File: config.mk
export PLATFORM = sky130hd
export DESIGN_NAME = fbr_route
export DESIGN_NICKNAME = d
export VERILOG_FILES = /design/src/rtl/fbr_pkg.sv /design/src/rtl/fbr_lfsr.sv /design/src/rtl/fbr_min_select.sv /design/src/rtl/fbr_out_reg.sv /design/src/rtl/fbr_route.sv
export SDC_FILE = /design/constraint.sdc
export NUM_CORES = 1
export LEC_CHECK = 0
export BUFFER_PORTS_ARGS = -buffer_cell sky130_fd_sc_hd__buf_2
export CAP_MARGIN = 20
export CORE_ASPECT_RATIO = 1.1
export CORE_MARGIN = 4
export CORE_UTILIZATION = 45
export DETAILED_ROUTE_END_ITERATION = 6
export GPL_ROUTABILITY_DRIVEN = 0
export PLACE_DENSITY_LB_ADDON = 0.15
export REMOVE_ABC_BUFFERS = 1
export SYNTH_ARGS = -nofsm -noshare
export SYNTH_HDL_FRONTEND = slang
export SYNTH_SLANG_ARGS = --single-unit
File: constraint.sdc
create_clock -name clk -period 13.56 [get_ports clk]
set_input_delay 2.034 -clock clk [delete_from_list [all_inputs] [get_ports clk]]
set_output_delay 2.034 -clock clk [all_outputs]
set_load 0.02 [all_outputs]
File: src/rtl/fbr_pkg.sv
package fbr_pkg;
  typedef enum logic [1:0] {
    RM_MIN    = 2'd0,
    RM_RAND   = 2'd1,
    RM_GLOBAL = 2'd2,
    RM_RSVD   = 2'd3
  } route_mode_e;
endpackage

File: src/rtl/fbr_lfsr.sv
module fbr_lfsr #(
  parameter int K    = 4,
  parameter int DIMS = 2,
  parameter int LW   = 16,
  parameter logic [15:0] TAPS = 16'hB400
) (
  input  logic                 clk,
  input  logic                 rst_n,
  output logic [DIMS*((K>2)?$clog2(K):1)-1:0] rnd_addr
);
  localparam int DW = (K > 2) ? $clog2(K) : 1;

  logic [LW-1:0] state_q, state_d;

  always_comb begin
    if (state_q[0]) state_d = (state_q >> 1) ^ TAPS[LW-1:0];
    else            state_d = state_q >> 1;
  end

  always_ff @(posedge clk or negedge rst_n) begin
    if (!rst_n) state_q <= {{(LW-1){1'b0}}, 1'b1};
    else        state_q <= state_d;
  end

  for (genvar d = 0; d < DIMS; d++) begin : g_dig
    logic [DW-1:0] raw;
    assign raw = state_q[d*DW +: DW];
    assign rnd_addr[d*DW +: DW] = (int'(raw) >= K) ? DW'(int'(raw) - K) : raw;
  end


  lfsr_live_chk: assert property (@(posedge clk) disable iff (!rst_n) state_q != '0);
endmodule

File: src/rtl/fbr_min_select.sv
module fbr_min_select #(
  parameter int K    = 4,
  parameter int DIMS = 2,
  parameter int QW   = 4
) (
  input  logic                              clk,
  input  logic                              rst_n,
  input  logic [DIMS*((K>2)?$clog2(K):1)-1:0] cur,
  input  logic [DIMS*((K>2)?$clog2(K):1)-1:0] tgt,
  input  logic [DIMS*(K-1)*QW-1:0]          q_occ,
  output logic [$clog2(DIMS*(K-1)+1)-1:0]   best_port,
  output logic [QW-1:0]                     best_occ,
  output logic [$clog2(DIMS+1)-1:0]         hops,
  output logic                              any
);
  localparam int DW = (K > 2) ? $clog2(K) : 1;
  localparam int NQ = DIMS * (K - 1);
  localparam int PW = $clog2(NQ + 1);
  localparam int HW = $clog2(DIMS + 1);

  logic [DIMS-1:0]         cand_diff;
  logic [DIMS-1:0][PW-1:0] cand_port;
  logic [DIMS-1:0][QW-1:0] cand_occ;

  for (genvar d = 0; d < DIMS; d++) begin : g_cand
    logic [DW-1:0] c_dig, t_dig, off;
    assign c_dig = cur[d*DW +: DW];
    assign t_dig = tgt[d*DW +: DW];
    assign off   = (t_dig < c_dig) ? t_dig : DW'(t_dig - 1'b1);
    assign cand_diff[d] = (c_dig != t_dig);
    assign cand_port[d] = PW'(d * (K - 1)) + PW'(off);
    assign cand_occ[d]  = cand_diff[d] ? q_occ[int'(cand_port[d])*QW +: QW] : '0;


    cand_min_chk: assert property (@(posedge clk) disable iff (!rst_n)
      cand_diff[d] |-> (any && (best_occ <= cand_occ[d])));
  end

  always_comb begin
    best_port = PW'(NQ);
    best_occ  = '0;
    hops      = '0;
    any       = 1'b0;
    for (int d = 0; d < DIMS; d++) begin
      if (cand_diff[d]) begin
        hops = hops + HW'(1);
        if (!any || (cand_occ[d] < best_occ)) begin
          best_port = cand_port[d];
          best_occ  = cand_occ[d];
        end
        any = 1'b1;
      end
    end
  end
endmodule

File: src/rtl/fbr_out_reg.sv
module fbr_out_reg #(
  parameter int PW = 3,
  parameter int AW = 4
) (
  input  logic          clk,
  input  logic          rst_n,
  input  logic          in_valid,
  output logic          in_ready,
  input  logic [PW-1:0] d_port,
  input  logic          d_phase,
  input  logic [AW-1:0] d_mid,
  output logic          out_valid,
  input  logic          out_ready,
  output logic [PW-1:0] q_port,
  output logic          q_phase,
  output logic [AW-1:0] q_mid
);
  logic          vld_d;
  logic          load_en;
  logic [PW-1:0] port_d;
  logic          phase_d;
  logic [AW-1:0] mid_d;

  assign in_ready = !out_valid || out_ready;
  assign load_en  = in_valid && in_ready;

  always_comb begin
    vld_d   = out_valid;
    port_d  = q_port;
    phase_d = q_phase;
    mid_d   = q_mid;
    if (in_ready) vld_d = in_valid;
    if (load_en) begin
      port_d  = d_port;
      phase_d = d_phase;
      mid_d   = d_mid;
    end
  end

  always_ff @(posedge clk or negedge rst_n) begin
    if (!rst_n) begin
      out_valid <= 1'b0;
      q_port    <= '0;
      q_phase   <= 1'b0;
      q_mid     <= '0;
    end else begin
      out_valid <= vld_d;
      q_port    <= port_d;
      q_phase   <= phase_d;
      q_mid     <= mid_d;
    end
  end


  hold_stable_chk: assert property (@(posedge clk) disable iff (!rst_n)
    (out_valid && !out_ready) |=> (out_valid && $stable(q_port) && $stable(q_phase) && $stable(q_mid)));

  empty_ready_chk: assert property (@(posedge clk) disable iff (!rst_n)
    !out_valid |-> in_ready);
endmodule

File: src/rtl/fbr_route.sv
module fbr_route
  import fbr_pkg::*;
#(
  parameter int K    = 4,
  parameter int DIMS = 2,
  parameter int QW   = 4,
  localparam int DW  = (K > 2) ? $clog2(K) : 1,
  localparam int AW  = DIMS * DW,
  localparam int NQ  = DIMS * (K - 1),
  localparam int PW  = $clog2(NQ + 1)
) (
  input  logic             clk,
  input  logic             rst_n,
  input  logic [1:0]       mode,
  input  logic             in_valid,
  output logic             in_ready,
  input  logic             in_new,
  input  logic             in_phase,
  input  logic [AW-1:0]    cur_addr,
  input  logic [AW-1:0]    dst_addr,
  input  logic [AW-1:0]    in_mid,
  input  logic [NQ*QW-1:0] q_occ,
  output logic             out_valid,
  input  logic             out_ready,
  output logic [PW-1:0]    out_port,
  output logic             out_phase,
  output logic [AW-1:0]    out_mid
);
  localparam int HW  = $clog2(DIMS + 1);
  localparam int HW2 = $clog2(2 * DIMS + 1);
  localparam int PRW = HW2 + QW;
  localparam logic [PW-1:0] EJECT = PW'(NQ);

  route_mode_e   rmode;
  logic [AW-1:0] rnd_addr;
  logic [AW-1:0] mid_src;

  logic [PW-1:0] dst_port, mid_port;
  logic [QW-1:0] dst_occ, mid_occ;
  logic [HW-1:0] dst_hops, mid_hops, rnd_dst_hops;
  logic          dst_any, mid_any;

  logic [PRW-1:0] min_prod, nonmin_prod;
  logic           phase_want, phase_eff;
  logic [PW-1:0]  sel_port;
  logic [AW-1:0]  sel_mid;

  assign rmode   = route_mode_e'(mode);
  assign mid_src = in_new ? rnd_addr : in_mid;

  fbr_lfsr #(.K(K), .DIMS(DIMS)) u_lfsr (
    .clk(clk), .rst_n(rst_n), .rnd_addr(rnd_addr)
  );

  fbr_min_select #(.K(K), .DIMS(DIMS), .QW(QW)) u_sel_dst (
    .clk(clk), .rst_n(rst_n), .cur(cur_addr), .tgt(dst_addr), .q_occ(q_occ),
    .best_port(dst_port), .best_occ(dst_occ), .hops(dst_hops), .any(dst_any)
  );

  fbr_min_select #(.K(K), .DIMS(DIMS), .QW(QW)) u_sel_mid (
    .clk(clk), .rst_n(rst_n), .cur(cur_addr), .tgt(mid_src), .q_occ(q_occ),
    .best_port(mid_port), .best_occ(mid_occ), .hops(mid_hops), .any(mid_any)
  );

  // hops from the random node onward to the destination
  always_comb begin
    rnd_dst_hops = '0;
    for (int d = 0; d < DIMS; d++)
      if (rnd_addr[d*DW +: DW] != dst_addr[d*DW +: DW]) rnd_dst_hops = rnd_dst_hops + HW'(1);
  end

  assign min_prod    = PRW'(dst_hops) * PRW'(dst_occ);
  assign nonmin_prod = (PRW'(mid_hops) + PRW'(rnd_dst_hops)) * PRW'(mid_occ);

  always_comb begin
    phase_want = in_phase;
    if (in_new) begin
      unique case (rmode)
        RM_RAND:   phase_want = 1'b1;
        RM_GLOBAL: phase_want = nonmin_prod < min_prod;
        default:   phase_want = 1'b0;
      endcase
    end
    phase_eff = phase_want && mid_any;
    if (phase_eff)     sel_port = mid_port;
    else if (dst_any)  sel_port = dst_port;
    else               sel_port = EJECT;
    sel_mid = phase_eff ? mid_src : in_mid;
  end

  fbr_out_reg #(.PW(PW), .AW(AW)) u_out (
    .clk(clk), .rst_n(rst_n),
    .in_valid(in_valid), .in_ready(in_ready),
    .d_port(sel_port), .d_phase(phase_eff), .d_mid(sel_mid),
    .out_valid(out_valid), .out_ready(out_ready),
    .q_port(out_port), .q_phase(out_phase), .q_mid(out_mid)
  );


  port_range_chk: assert property (@(posedge clk) disable iff (!rst_n)
    out_valid |-> (out_port <= EJECT));

  local_eject_chk: assert property (@(posedge clk) disable iff (!rst_n)
    (in_valid && in_ready && !in_new && (cur_addr == dst_addr) && (!in_phase || in_mid == cur_addr))
    |=> (out_valid && out_port == EJECT && !out_phase));

  min_no_phase_chk: assert property (@(posedge clk) disable iff (!rst_n)
    (in_valid && in_ready && in_new && mode == 2'd0) |=> !out_phase);
endmodule

==> results.cfg <==
[power]
vdd.ir_drop.worst_v = 0.0000585
power.density_nw_per_um2 = 113
p_leak_nw = 1.70
p_total_mw = 0.376

[cts]
cts_sinks = 25
worst_skew_pair.late_latency_ps = 270
cts_hold_buf = 0
h-tree-depth = 1
cts_buffer_depth = 2
root_buffer = clkbuf_8
clk_pin_slew_ps = 80
cts_tree = built
post_cts_buffers = 0
cts_inserted_buffers = 3
cts_resized = 0

[floorplan]
die_h_microns = 92.6
dieWidth_microns = 84.9
core_sq_um = 6230
initial_utilization_pct = 47.0
boundaryPins = 54
dieArea_sq_um = 7870
rows = 30

[timing]
max-slew-margin-rel_pct = 30.4
setup_viol = 0
fin_ws_ps = 3740
rsz0062_at_grt = no
slew_viol_final = 0
hold_slack_ps = 355
tns_ps = 0
layout_worst_path_cycle_share_pct = 72.4
finalHoldViolCount = 0
fin_crit_ps = 9820
skew_ps = 6.81
fmax_ghz = 0.102
worst_slew_pin_slew_ps = 1040

[placement]
dpl.cell_count = 451
hpwl_microns = 6090
place_ws_ps = 3470
dpl_cell_area_sq_um = 3260
io_buffers = 53

[route]
ant_nets = 0
drt_iter0_markers = 83
drc_errors = 0
num_vias = 2525
vias_per_cell = 5.55
wirelength_microns = 7200
dr.pass1.iters = 4
avgRoutedWirePerCell_microns = 15.8

[synthesis]
yosys_warnings = 0
synth_area_leaders = dfrtp_1 20%, ha_1 16%, mux2i_1 5.1%
synth_top_flop_cell = dfrtp_1
ys_seq_area_share_pct = 21.4
ys_types = 58
synth_area_leader_cell = dfrtp_1
syn-mean-instance-area_sq_um = 9.07
yosysTopAreaCellShare_pct = 20.5
syn_area_sq_um = 2930
synthArstFlopShare_pct = 100
syn_inst = 323
synth_edf_count = 0
synth_seq_cells = 25

[hold_path]
hold_start = u_lfsr.state_q[8]$_DFF_PN0_
min_path_type = reg2reg

[setup_path]
start_kind = input pin
cp-startpoint = in_new
crit_path_max_fanout = 13
r2r_start = u_lfsr.state_q[1]$_DFF_PN0_
arrival_ps = 10010
cp.required_ps = 13750
end_kind = flop
critPathKind = in2reg

[job]
cap_violations = 0

[cells_and_area]
design_area_sq_um = 3310
finish.utilization_pct = 53.1
drive_gt1_share_pct = 22.4
nets = 462
diodes = 0
mostFrequentLayoutCells = 53 x buf_2, 37 x ha_1, 36 x nand2_1, 27 x nor2_1, 25 x inv_1
area_growth_pct = 12.9
final_cells = 455
mostFrequentLayoutCell = buf_2

[grt]
grt_max_degree = 26
grtUsageMet3_pct = 2.40
grt-busiest-layer = met2
grtUsageMet2_pct = 33.8
overflow = 0
first_global_vias = 2524
grt_usage_pct = 18.5
grt_pass1_wl_microns = 11800
grt_use_met1_pct = 23.7
antenna_found_initial = 0

[status]
status = completed
[worst paths after layout]
| path | depth (start not counted) | slack, ps | to |
|---|---|---|---|
| setup / recovery | 27 | 3740 | u_out.q_port[2]$_DFFE_PN0P_ |
| hold / removal | 0 | 350 | u_lfsr.state_q[7]$_DFF_PN0_ |
| setup reg to reg | 26 | 5470 | u_out.q_port[2]$_DFFE_PN0P_ |
| hold reg to reg | 0 | 350 | u_lfsr.state_q[7]$_DFF_PN0_ |
| max in group asynchronous | 1 | 11460 | u_lfsr.state_q[0]$_DFF_PN1_ |
| min in group asynchronous | 1 | 1740 | u_out.out_valid$_DFFE_PN0N_ |
[state kept, by name, summed over array words and instances, names as in the netlist]
| signal | cells |
|---|---|
| u_lfsr.state_q | 16 |
| u_out.out_valid | 1 |
| u_out.q_mid | 4 |
| u_out.q_phase | 1 |
| u_out.q_port | 3 |
[layout make-up]
type | count | area, sq um
clock buffers | 3 | 41.3
clock inverters | 1 | 5.00
fillers | 617 | 2920
inverters | 28 | 105
multi-input cells | 264 | 2160
flip-flops and latches | 25 | 627
well taps | 80 | 100
repair buffers | 54 | 273
[where the power goes]
part	switching [mW]	leakage (nW)	internal, mW	total (mW)
Combinational	0.139	1.35	0.108	0.247
Clock	0.0224	0.0255	0.0205	0.0430
Sequential	0.00436	0.330	0.0817	0.0860
[critical path, stage by stage]
cell,delay (ps)
buf_2,300
mux2i_2,410
inv_2,110
ha_1,300
nor2b_1,240
o21ai_1,120
xnor2_1,480
mux4_2,580
nand2_1,110
ha_1,260
a2111o_1,440
o2bb2ai_1,330
a41oi_2,140
mux2i_1,320
and2_1,190
fa_1,420
ha_1,240
fa_1,400
xor2_1,180
ha_1,310
a21oi_1,150
o22ai_1,100
nor4b_1,310
nand3_1,140
o31ai_2,880
o221ai_1,300
o211ai_1,230
[cell usage after synthesis (all sizes together) (3+ instances only)]
| library cell | number |
|---|---|
| fa | 5 |
| ha | 37 |
| o2bb2ai | 3 |
| nor2b | 5 |
| and2 | 11 |
| a21o | 5 |
| o211ai | 4 |
| xnor2 | 13 |
| dfrtp | 24 |
| inv | 28 |
| nand2b | 4 |
| nand2 | 38 |
| nand3 | 7 |
| nor3 | 5 |
| mux2i | 20 |
| mux4 | 6 |
| a21oi | 18 |
| o21a | 5 |
| buf | 4 |
| nor2 | 27 |
| a2bb2oi | 4 |
| xor2 | 5 |
| and3 | 3 |
| a22oi | 3 |
| o21ai | 9 |
[cells by family (layout without fill, tap and decap cells)]
group	after synthesis	count (layout)	share of synthesized area, %
XOR/XNOR	18	18	5.38
adder cells (fa/ha/maj)	42	42	19.2
AND/OR/NAND/NOR	106	106	17.3
multiplexers	28	28	13.7
AO/OA/AOI/OAI	70	70	18.0
buffers and inverters	34	86	4.95
flip-flops	25	25	21.4
[routing by layer]
metal	share of wire (%)	routed length, microns	up-vias
met2	51	3670	55
met4	0.88	63	0
met3	3.8	274	6
met1	44	3190	1203
met5	0	0	-
li1	-	-	1261
(Power assumes the default switching activity.)
